<file path="config.mk">
export PLATFORM = sky130hd
export DESIGN_NAME = uart_csr_ctrl
export DESIGN_NICKNAME = d
export VERILOG_FILES = /design/src/rtl/uart_csr_pkg.sv /design/src/rtl/uart_csr_decode.sv /design/src/rtl/uart_csr_cfg.sv /design/src/rtl/uart_csr_intr.sv /design/src/rtl/uart_csr_ctrl.sv
export SDC_FILE = /design/constraint.sdc
export NUM_CORES = 1
export LEC_CHECK = 0
export CAP_MARGIN = 0
export CORE_MARGIN = 2
export CORE_UTILIZATION = 57
export CTS_CLUSTER_DIAMETER = 80
export CTS_CLUSTER_SIZE = 10
export DETAILED_ROUTE_END_ITERATION = 10
export GPL_ROUTABILITY_DRIVEN = 0
export PLACE_DENSITY = 0.86
export SYNTH_ARGS = -nofsm -noshare
export SYNTH_HDL_FRONTEND = slang
export SYNTH_SLANG_ARGS = --single-unit
</file>
<file path="constraint.sdc">
create_clock -name clk -period 3.33 [get_ports clk]
set_clock_uncertainty 0.15 [all_clocks]
set_input_delay 0.4995 -clock clk [delete_from_list [all_inputs] [get_ports clk]]
set_output_delay 0.4995 -clock clk [all_outputs]
set_load 0.05 [all_outputs]
</file>
<file path="src/rtl/uart_csr_pkg.sv">
package uart_csr_pkg;

    localparam int ADDR_W  = 12;
    localparam int DATA_W  = 32;
    localparam int IRQ_W   = 11;
    localparam int IDX_W   = ADDR_W - 2;
    localparam int TRIG_W  = 6;

    localparam int TX_BIT      = 5;
    localparam int RX_BIT      = 4;
    localparam int FIFO_EN_BIT = 4;

    typedef enum logic [3:0] {
        REG_DATA, REG_FLAG, REG_ILP, REG_IBD, REG_FBD, REG_LINE, REG_CTRL,
        REG_LVL, REG_MASK, REG_RAW, REG_MST, REG_CLR, REG_DMA, REG_ID, REG_NONE
    } reg_sel_e;

    typedef struct packed {
        logic [7:0]  ilp;
        logic [15:0] ibd;
        logic [5:0]  fbd;
        logic [7:0]  line;
        logic [15:0] ctrl;
        logic [5:0]  lvl;
        logic [2:0]  dma;
    } cfg_t;

    function automatic reg_sel_e decode_word(input logic [IDX_W-1:0] idx);
        reg_sel_e r;
        case (idx)
            10'd0:   r = REG_DATA;
            10'd6:   r = REG_FLAG;
            10'd8:   r = REG_ILP;
            10'd9:   r = REG_IBD;
            10'd10:  r = REG_FBD;
            10'd11:  r = REG_LINE;
            10'd12:  r = REG_CTRL;
            10'd13:  r = REG_LVL;
            10'd14:  r = REG_MASK;
            10'd15:  r = REG_RAW;
            10'd16:  r = REG_MST;
            10'd17:  r = REG_CLR;
            10'd18:  r = REG_DMA;
            default: r = (idx[IDX_W-1:3] == '1) ? REG_ID : REG_NONE;
        endcase
        return r;
    endfunction

    function automatic logic can_read(input reg_sel_e r);
        return !(r == REG_CLR || r == REG_NONE);
    endfunction

    function automatic logic can_write(input reg_sel_e r);
        return !(r == REG_FLAG || r == REG_RAW || r == REG_MST ||
                 r == REG_ID || r == REG_NONE);
    endfunction

    function automatic logic [7:0] id_byte(input logic [2:0] k);
        logic [7:0] b;
        case (k)
            3'd0: b = 8'h11;
            3'd1: b = 8'h10;
            3'd2: b = 8'h14;
            3'd3: b = 8'h00;
            3'd4: b = 8'h0D;
            3'd5: b = 8'hF0;
            3'd6: b = 8'h05;
            default: b = 8'hB1;
        endcase
        return b;
    endfunction

endpackage

</file>
<file path="src/rtl/uart_csr_decode.sv">
module uart_csr_decode
    import uart_csr_pkg::*;
(
    input  logic              sel,
    input  logic              wr,
    input  logic [ADDR_W-1:0] addr,
    output reg_sel_e          which,
    output logic              rd_hit,
    output logic              wr_hit,
    output logic              bad
);
    always_comb begin
        which  = decode_word(addr[ADDR_W-1:2]);
        rd_hit = sel && !wr && can_read(which);
        wr_hit = sel && wr && can_write(which);
        bad    = sel && (wr ? !can_write(which) : !can_read(which));
    end
endmodule

</file>
<file path="src/rtl/uart_csr_cfg.sv">
module uart_csr_cfg
    import uart_csr_pkg::*;
(
    input  logic              clk,
    input  logic              rst,
    input  logic              wr_hit,
    input  reg_sel_e          which,
    input  logic [DATA_W-1:0] wdata,
    output cfg_t              cfg_o,
    output logic [TRIG_W-1:0] trig_o
);
    cfg_t cfg_q;

    always_ff @(posedge clk) begin
        if (rst) begin
            cfg_q <= '0;
        end else if (wr_hit) begin
            case (which)
                REG_ILP:  cfg_q.ilp  <= wdata[7:0];
                REG_IBD:  cfg_q.ibd  <= wdata[15:0];
                REG_FBD:  cfg_q.fbd  <= wdata[5:0];
                REG_LINE: cfg_q.line <= wdata[7:0];
                REG_CTRL: cfg_q.ctrl <= wdata[15:0];
                REG_LVL:  cfg_q.lvl  <= wdata[5:0];
                REG_DMA:  cfg_q.dma  <= wdata[2:0];
                default: ;
            endcase
        end
    end

    // Threshold: level select times four plus one in FIFO mode, else one.
    always_comb begin
        if (cfg_q.line[FIFO_EN_BIT])
            trig_o = {1'b0, cfg_q.lvl[5:3], 2'b00} + TRIG_W'(1);
        else
            trig_o = TRIG_W'(1);
    end

    assign cfg_o = cfg_q;


    trig_floor_chk: assert property (@(posedge clk) disable iff (rst)
        trig_o != '0);
endmodule

</file>
<file path="src/rtl/uart_csr_intr.sv">
module uart_csr_intr
    import uart_csr_pkg::*;
#(
    parameter int CNT_W = 5
)(
    input  logic              clk,
    input  logic              rst,
    input  logic              mask_we,
    input  logic              clr_we,
    input  logic [IRQ_W-1:0]  wdata,
    input  logic              tx_set,
    input  logic [CNT_W-1:0]  rx_level,
    input  logic [TRIG_W-1:0] trig,
    output logic [IRQ_W-1:0]  raw_o,
    output logic [IRQ_W-1:0]  mask_o,
    output logic              irq_o
);
    logic [IRQ_W-1:0] raw_q, mask_q, set_v, drop_v;
    logic [CNT_W-1:0] lvl_q;
    logic             above_now, above_prev;

    always_comb begin
        above_now  = int'(rx_level) >= int'(trig);
        above_prev = int'(lvl_q) >= int'(trig);
        set_v  = '0;
        drop_v = clr_we ? wdata : '0;
        set_v[TX_BIT] = tx_set;
        set_v[RX_BIT] = above_now && !above_prev;
        if (!above_now && above_prev)
            drop_v[RX_BIT] = 1'b1;
    end

    always_ff @(posedge clk) begin
        if (rst) begin
            raw_q  <= '0;
            mask_q <= '0;
            lvl_q  <= '0;
        end else begin
            raw_q <= (raw_q & ~drop_v) | set_v;
            lvl_q <= rx_level;
            if (mask_we)
                mask_q <= wdata;
        end
    end

    assign raw_o  = raw_q;
    assign mask_o = mask_q;
    assign irq_o  = |(raw_q & mask_q);


    tx_raw_chk: assert property (@(posedge clk) disable iff (rst)
        tx_set |=> raw_q[TX_BIT]);

    icr_clear_chk: assert property (@(posedge clk) disable iff (rst)
        (clr_we && wdata[TX_BIT] && !tx_set) |=> !raw_q[TX_BIT]);

    rx_rise_chk: assert property (@(posedge clk) disable iff (rst)
        (above_now && !above_prev) |=> raw_q[RX_BIT]);
endmodule

</file>
<file path="src/rtl/uart_csr_ctrl.sv">
module uart_csr_ctrl
    import uart_csr_pkg::*;
#(
    parameter int FIFO_DEPTH = 16,
    parameter int CNT_W      = $clog2(FIFO_DEPTH + 1)
)(
    input  logic              clk,
    input  logic              rst,
    input  logic              bus_sel,
    input  logic              bus_wr,
    input  logic [11:0]       bus_addr,
    input  logic [31:0]       bus_wdata,
    output logic [31:0]       bus_rdata,
    output logic              bus_rvalid,
    output logic              bus_err,
    output logic              tx_wr,
    output logic [7:0]        tx_byte,
    output logic              rx_pop,
    input  logic [7:0]        rx_data,
    input  logic [CNT_W-1:0]  rx_level,
    output logic              irq
);
    reg_sel_e          which;
    logic              rd_hit, wr_hit, bad;
    cfg_t              cfg;
    logic [TRIG_W-1:0] trig;
    logic [IRQ_W-1:0]  raw, mask;
    logic [7:0]        flags;
    logic              rx_empty, rx_full;
    logic [31:0]       rd_val;
    logic [31:0]       rdata_q;
    logic              rvalid_q, err_q;

    uart_csr_decode u_dec (
        .sel(bus_sel), .wr(bus_wr), .addr(bus_addr),
        .which(which), .rd_hit(rd_hit), .wr_hit(wr_hit), .bad(bad)
    );

    uart_csr_cfg u_cfg (
        .clk(clk), .rst(rst), .wr_hit(wr_hit), .which(which),
        .wdata(bus_wdata), .cfg_o(cfg), .trig_o(trig)
    );

    uart_csr_intr #(.CNT_W(CNT_W)) u_intr (
        .clk(clk), .rst(rst),
        .mask_we(wr_hit && which == REG_MASK),
        .clr_we(wr_hit && which == REG_CLR),
        .wdata(bus_wdata[IRQ_W-1:0]),
        .tx_set(tx_wr),
        .rx_level(rx_level), .trig(trig),
        .raw_o(raw), .mask_o(mask), .irq_o(irq)
    );

    always_comb begin
        tx_wr    = wr_hit && which == REG_DATA;
        tx_byte  = bus_wdata[7:0];
        rx_empty = rx_level == '0;
        rx_full  = cfg.line[FIFO_EN_BIT] ? (int'(rx_level) == FIFO_DEPTH) : !rx_empty;
        rx_pop   = rd_hit && which == REG_DATA && !rx_empty;
        flags    = 8'h80;
        flags[6] = rx_full;
        flags[4] = rx_empty;
    end

    always_comb begin
        rd_val = '0;
        case (which)
            REG_DATA: rd_val = rx_empty ? 32'd0 : 32'(rx_data);
            REG_FLAG: rd_val = 32'(flags);
            REG_ILP:  rd_val = 32'(cfg.ilp);
            REG_IBD:  rd_val = 32'(cfg.ibd);
            REG_FBD:  rd_val = 32'(cfg.fbd);
            REG_LINE: rd_val = 32'(cfg.line);
            REG_CTRL: rd_val = 32'(cfg.ctrl);
            REG_LVL:  rd_val = 32'(cfg.lvl);
            REG_MASK: rd_val = 32'(mask);
            REG_RAW:  rd_val = 32'(raw);
            REG_MST:  rd_val = 32'(raw & mask);
            REG_DMA:  rd_val = 32'(cfg.dma);
            REG_ID:   rd_val = 32'(id_byte(bus_addr[4:2]));
            default:  rd_val = '0;
        endcase
        if (!rd_hit)
            rd_val = '0;
    end

    always_ff @(posedge clk) begin
        if (rst) begin
            rdata_q  <= '0;
            rvalid_q <= 1'b0;
            err_q    <= 1'b0;
        end else begin
            rdata_q  <= rd_val;
            rvalid_q <= bus_sel && !bus_wr;
            err_q    <= bad;
        end
    end

    assign bus_rdata  = rdata_q;
    assign bus_rvalid = rvalid_q;
    assign bus_err    = err_q;


    pop_empty_chk: assert property (@(posedge clk) disable iff (rst)
        rx_pop |-> (rx_level != '0 && !bus_wr));

    err_source_chk: assert property (@(posedge clk) disable iff (rst)
        bus_err |-> $past(bus_sel));

    rvalid_src_chk: assert property (@(posedge clk) disable iff (rst)
        bus_rvalid |-> $past(bus_sel && !bus_wr));

    id_width_chk: assert property (@(posedge clk) disable iff (rst)
        (bus_rvalid && $past(bus_addr[11:5] == 7'h7F)) |-> bus_rdata[31:8] == '0);
endmodule

</file>
==> metrics.yaml, run 1 <==
run_status:
  status: "finished, final reports clean"
sta:
  timing.fmax_ghz: 0.306
  finalSetupViolations: 0
  worst_slack_ns: 0.0663
  setup-tns-final_ns: 0
  rsz0062_at_grt: "false"
  slew_viol_final: 0
  slew_headroom_pct: 53.4
  tightestPinTransition_ns: 0.695
  finalHoldViolations: 0
  finalCriticalPeriod_ns: 3.26
  holdWs_ns: 0.311
  fin_crit_sh_pct: 98.0
clocking:
  cts_made_buffers: 9
  cts_tree: "yes"
  holdBufCountCts: 0
  cts_max_path_buffers: 2
  clk_latency_ns: 0.39
  cts-htree-levels: 3
  post_cts_buffers: 0
  root_buffer: "clkbuf_8"
  clkTransAtPathRegs_ns: 0.12
  cts_resized: 0
  cts.sinks: 108
route:
  dr.pass1.iters: 7
  wl_um: 16500
  dr_wl_met3_um: 2020
  wire_per_inst_um: 19.6
  first_iter_violations: 638
  highest_layer: "met4"
  dr_wl_met2_um: 7340
  drc: 0
  avgViaCountPerCell: 6.31
  vias: 5301
  wl_met1_um: 6100
  drtAntennaViolNets: 0
worst_setup_path:
  worst-path-stages: 6
  crit_fanout: 10
  critPathBufInv: 2
  cp.arrival_ns: 2.61
  worst-endpoint-required_ns: 2.68
  max_stage_delay_ns: 0.61
  crit_slowest_cell: "clkdlybuf4s50_1"
  cpLargestDelayFamily: "simple AND/OR/NAND/NOR gates"
  cp-start-kind: "primary input"
  rr_worst_depth: 7
  critPathCaptureType: "output pin"
  path_class: "primary input to output pin"
  rrSetupSlack_ns: 1.39
  path_cells: "clkdlybuf4s50_1 > nor2_1 > nand3b_1 > nor3_2 > and3_1 > buf_12"
layout:
  design_area_um2: 6550
  syn2layout_area_growth_pct: 17.5
  finalNetCount: 769
  num_antenna_cells: 0
  fillers: 784
  layout-drive-gt1-share_pct: 11.3
placed_design:
  dp_slack_ns: 0.187
  place_hpwl_um: 11400
  portBuffers: 71
  placed_area_um2: 6340
yosys:
  synth_area_um2: 5570
  ys_ff_latch: 108
  ys_seq_area_share_pct: 38.8
  syn_avg_cell_area_um2: 8.76
  synth_edf_count: 0
  netlist_instances: 636
  yosysWarnings: 0
  synthFlopType: "dfxtp_1"
  synth_cell_types: 71
  synthArstFlopShare_pct: 0
pwr:
  power_density_nw_per_um2: 368
  pwr-share-seq_pct: 54.0
  power_frac_comb_pct: 12.6
  internal_power_w: 0.00170
  p_clk_share_pct: 33.4
  p_leak_nw: 2.33
  p_sw_w: 0.000707
  swShare_pct: 29.4
  ir_drop_mv: 0.227
  p_total_w: 0.00241
grt:
  grt_pass1_wl_um: 25200
  antenna_found_initial: 0
  overflow: 0
  grt_max_degree: 67
  grt_pass1_vias: 5039
  grtUsageTotal_pct: 31.1
floorplan:
  start_util_pct: 57.8
  die_y_um: 103
  die_w_um: 103
  die_area_um2: 10600
  io_pins: 106
  placementRows: 36
  core-area_um2: 9640
worst_hold_path:
  hold_class: "register to register"
  hold_depth: 2
job:
  max_cap_viol_count: 0
[sequential cells by signal (all words and copies together), names as in the netlist]
register       cells
u_intr.raw_o      11
bus_rdata         16
u_intr.mask_o     11
bus_err            1
u_intr.lvl_q       5
bus_rvalid         1
u_cfg.cfg_o       63
[synth_stat cells (3+ instances only)]
master / n / area [um^2]
buf_6: 9 / 101
o2111ai_1: 3 / 26.3
buf_4: 31 / 233
dfxtp_1: 108 / 2160
nor3b_1: 4 / 30.0
nand4_1: 3 / 18.8
o31ai_1: 3 / 22.5
nor3_1: 5 / 25.0
nor2_1: 53 / 199
nand2_1: 96 / 360
a31oi_1: 5 / 31.3
mux2_2: 5 / 56.3
ha_1: 6 / 75.1
a21oi_1: 44 / 220
clkbuf_1: 14 / 52.6
o21ai_0: 34 / 170
inv_1: 5 / 18.8
a211oi_1: 3 / 22.5
nor2b_1: 9 / 56.3
mux2i_1: 49 / 490
and3_1: 5 / 31.3
a222oi_1: 6 / 60.1
buf_2: 12 / 60.1
mux4_1: 3 / 78.8
o21a_1: 6 / 45.0
a32oi_1: 3 / 26.3
and2_1: 10 / 62.6
o211ai_1: 3 / 22.5
and4_1: 4 / 35.0
nand3_1: 23 / 115
nor3_2: 4 / 40.0
a22oi_1: 9 / 67.6
a221oi_1: 4 / 35.0
a22o_1: 7 / 61.3
[cell families after synthesis]
family	synth area share, %
simple gates	21.1
buf+inv	9.01
fa+ha+maj	1.55
xor+xnor	0.157
mux	11.6
compound gates	17.6
flops	38.8
other cells	0.0673
[final cells by class]
type	count	area (um^2)	share of cell area, %
clock buffer	9	124	1.89
timing repair buffer	109	1020	15.6
tap	133	166	2.54
clock inverter	7	80.1	1.22
inverter	6	22.5	0.344
sequential	108	2160	33.0
multi-input combinational	468	2970	45.3
[worst min-delay path: cells and delay by family, from the launching register on]
family / cells / cell delay, ns
AOI/OAI and AO/OA: 1 / 0.03
DFF: 1 / 0.34
and+or+nand+nor: 1 / 0.06
[final timing paths]
kind	from	endpoint
setup / recovery	bus_addr[3]	rx_pop
hold / removal	u_intr.raw_o[2]	u_intr.raw_o[2]
setup reg to reg	u_cfg.cfg_o[29]	u_intr.raw_o[4]
hold reg to reg	u_intr.raw_o[2]	u_intr.raw_o[2]
[power by group through the flow]
stage | clock, W | combinational, W | sequential (W)
finish | 0.000804 | 0.000304 | 0.00130
global route | 0.000854 | 0.000317 | 0.00130
CTS | 0.000809 | 0.000296 | 0.00130
detailed placement | 0 | 0.000294 | 0.00133
global placement | 0 | 0.000290 | 0.00133
floorplan | 0 | 0.000196 | 0.00133
[routing by layer]
metal / vias up / track usage [%]
met5: - / 0
met4: 0 / 16.6
met3: 116 / 9.22
met2: 382 / 49.2
met1: 2429 / 38.5
li1: 2374 / -
[cells in the final DEF, fill, tap and decap left out, types with 4 or more instances in the layout]
master           Yosys  routed
dfxtp_1            108     108
nand2_1             96      96
clkdlybuf4s50_1      0      68
nor2_1              53      53
mux2i_1             49      49
a21oi_1             44      44
buf_4               31      37
o21ai_0             34      34
nand3_1             23      23
conb_1               1      16
and2_1              10      10
a22oi_1              9       9
nor2b_1              9       9
clkbuf_8             0       9
a22o_1               7       7
a222oi_1             6       6
o21a_1               6       6
ha_1                 6       6
inv_1                5       5
and3_1               5       5
nor3_1               5       5
a31oi_1              5       5
mux2_2               5       5
and4_1               4       4
nor3_2               4       4
a221oi_1             4       4
nor3b_1              4       4
[through the flow]
step | utilization, % | cells
floorplan | - | 651
global placement | 65.8 | 824
detailed placement | 65.8 | 824
CTS | 67.9 | 840
global route | 67.9 | 840
finish | 67.9 | 840
No activity file was read; power rests on OpenSTA's default activity.
==> inputs of run 2 (changes only) <==
--- a/config.mk
+++ b/config.mk
@@ -6,7 +6,7 @@
 export NUM_CORES = 1
 export LEC_CHECK = 0
 export CAP_MARGIN = 0
-export CORE_MARGIN = 2
+export CORE_MARGIN = 1.5
 export CORE_UTILIZATION = 57
 export CTS_CLUSTER_DIAMETER = 80
 export CTS_CLUSTER_SIZE = 10
==> run 2 against run 1 <==
Effect of this change:
- global-route usage rose by 1.8 points
- total power increased by 1.2%
- sequential power hardly changed
- critical endpoint unchanged
- cell area rose by 1.1%
- worst setup slack better by 0.12 ns
- critical path depth is 1 higher
- utilization up 2.7 points
==> metrics.yaml, run 2 (same netlist as run 1, synthesis figures left out) <==
route:
  wire_per_inst_um: 19.6  # about the same
  drtAntennaViolNets: 0  # unchanged
  drc: 0  # unchanged
  vias: 5308  # +0.13%
  first_iter_violations: 800  # +25%
  wl_um: 16500  # +0.19%
  dr.pass1.iters: 7  # unchanged
  avgViaCountPerCell: 6.31  # about the same
sta:
  slew_viol_final: 0  # unchanged
  rsz0062_at_grt: "false"
  fin_crit_sh_pct: 94.5  # -3.5 points
  setup-tns-final_ns: 0  # unchanged
  finalCriticalPeriod_ns: 3.15  # -0.118 ns
  tightestPinTransition_ns: 0.685  # -0.0100 ns
  slew_headroom_pct: 54.4  # +0.92 points
  worst_slack_ns: 0.184  # +0.118 ns
  timing.fmax_ghz: 0.318  # +3.8%
  finalSetupViolations: 0  # unchanged
  finalHoldViolations: 0  # unchanged
layout:
  layout_common_cells: "dfxtp_1, nand2_1, clkdlybuf4s50_1"
  fillers: 750  # -4.3%
  final_common_cell: "dfxtp_1"
  largest_reg_flops: 63  # unchanged
  finalNonFillerCells: 841  # +0.12%
  num_antenna_cells: 0  # unchanged
  finalNetCount: 774  # +0.65%
  syn2layout_area_growth_pct: 18.9
  layout-drive-gt1-share_pct: 11.9  # +0.62 points
worst_setup_path:
  crit_fanout: 8  # -2
  max_stage_delay_ns: 0.54  # -0.07 ns
  critPathBufInv: 3  # +1
  worst-endpoint-required_ns: 2.68  # about the same
  rr_worst_depth: 7  # unchanged
  worst-path-stages: 7  # +1
  critPathCaptureType: "output pin"
  cp.arrival_ns: 2.50  # -0.11 ns
  cpLargestDelayFamily: "simple AND/OR/NAND/NOR gates"
  path_cells: "clkdlybuf4s50_1 > buf_4 > nor2_1 > nand3b_1 > nor3_4 > and3_1 > buf_12"
  crit_slowest_cell: "clkdlybuf4s50_1"
  cp-start-kind: "primary input"
  path_class: "primary input to output pin"
placed_design:
  place_hpwl_um: 11400  # -0.37%
  portBuffers: 71  # unchanged
  dp_slack_ns: 0.119  # -0.0680 ns
  numPlacedInstances: 822  # -0.24%
floorplan:
  core-area_um2: 9370  # -2.8%
  placementRows: 35  # -2.8%
  die_y_um: 102  # -0.97%
  start_util_pct: 59.4  # +1.7 points
  die_w_um: 102  # -0.97%
  io_pins: 106  # unchanged
  die_area_um2: 10400  # -1.9%
worst_hold_path:
  hold_depth: 2  # unchanged
  hold_class: "register to register"
pwr:
  p_leak_nw: 2.36  # +1.6%
  ir_drop_mv: 0.326  # +44%
  pwr-share-seq_pct: 53.3  # -0.7 points
  internal_power_w: 0.00171  # +0.73%
  power_density_nw_per_um2: 368  # about the same
  p_clk_share_pct: 34.0  # +0.6 points
  p_sw_w: 0.000724  # +2.4%
  swShare_pct: 29.7  # +0.34 points
  power_frac_comb_pct: 12.6  # about the same
grt:
  grt_pass1_vias: 5080  # +0.81%
  grt_max_degree: 67  # unchanged
  antenna_found_initial: 0  # unchanged
  overflow: 0  # unchanged
  grtUsageTotal_pct: 32.9  # +1.8 points
  grt_pass1_wl_um: 26000  # +3.5%
clocking:
  root_buffer: "clkbuf_8"
  clk_latency_ns: 0.39  # about the same
  cts_made_buffers: 9  # unchanged
  cts-htree-levels: 3  # unchanged
  clkTransAtPathRegs_ns: 0.12  # about the same
  holdBufCountCts: 0  # unchanged
  cts_tree: "yes"
  cts_max_path_buffers: 2  # unchanged
  cts.sinks: 108  # unchanged
run_status:
  status: "finished, final reports clean"
job:
  max_cap_viol_count: 0  # unchanged
run 2: per-layer routing:
metal	vias to the layer above	routed length, um	track usage (%)
li1	2379	-	-
met1	2433	6350	43.4
met2	415	7470	51.7
met3	81	1990	7.11
met4	0	681	15.6
met5	-	0	0
run 2: path summary, 6_finish.rpt:
check	startpoint	endpoint	slack [ns]
min reg2reg	u_cfg.cfg_o[53]	u_cfg.cfg_o[53]	0.31
max reg2reg	u_cfg.cfg_o[29]	u_intr.raw_o[4]	1.41
max	bus_addr[5]	rx_pop	0.18
min	u_cfg.cfg_o[53]	u_cfg.cfg_o[53]	0.31
run 2: final cells by class:
class	instances	area [um^2]	share of cell area, %
repair buffers	114	1090	16.4
well taps	129	161	2.44
inverters	6	22.5	0.340
flip-flops and latches	108	2160	32.7
clock inverters	7	91.3	1.38
clock buffers	9	124	1.87
multi-input cells	468	2970	44.9
run 2: power groups by stage:
stage	Sequential [W]	Clock [W]	Combinational, W
2_1_floorplan	0.00133	0	0.000196
3_5_place_dp	0.00133	0	0.000298
3_3_place_gp	0.00133	0	0.000292
5_1_grt	0.00130	0.000879	0.000322
6_report	0.00130	0.000829	0.000308
4_1_cts	0.00130	0.000835	0.000300
run 2: what timing repair did:
item / in CTS / in global routing
setup buffers: 0 / 3
gates resized for setup: 0 / 1
endpoints found under the setup margin: 0 / 1
run 2: worst min-delay path, delay by kind of cell, from the launching register on:
| family | cells | cell delay [ns] |
|---|---|---|
| simple gates | 1 | 0.05 |
| compound gates | 1 | 0.05 |
| flops | 1 | 0.33 |
run 2: through the flow:
stage | hold WS, ns | area [um^2] | utilization [%] | power, W
2_1_floorplan | 0.271 | 5630 | - | 0.00153
3_3_place_gp | 0.284 | 6380 | 68.1 | 0.00162
3_5_place_dp | 0.294 | 6380 | 68.1 | 0.00163
4_1_cts | 0.309 | 6590 | 70.3 | 0.00243
5_1_grt | 0.322 | 6620 | 70.7 | 0.00250
6_report | 0.309 | 6620 | 70.7 | 0.00244
==> inputs of run 3 (changes only) <==
--- a/config.mk
+++ b/config.mk
@@ -16,3 +16,4 @@
 export SYNTH_ARGS = -nofsm -noshare
 export SYNTH_HDL_FRONTEND = slang
 export SYNTH_SLANG_ARGS = --single-unit
+export TNS_END_PERCENT = 50
==> results of run 3 <==
Same layout as run 2: the final DEF is identical, and so are final timing and power.
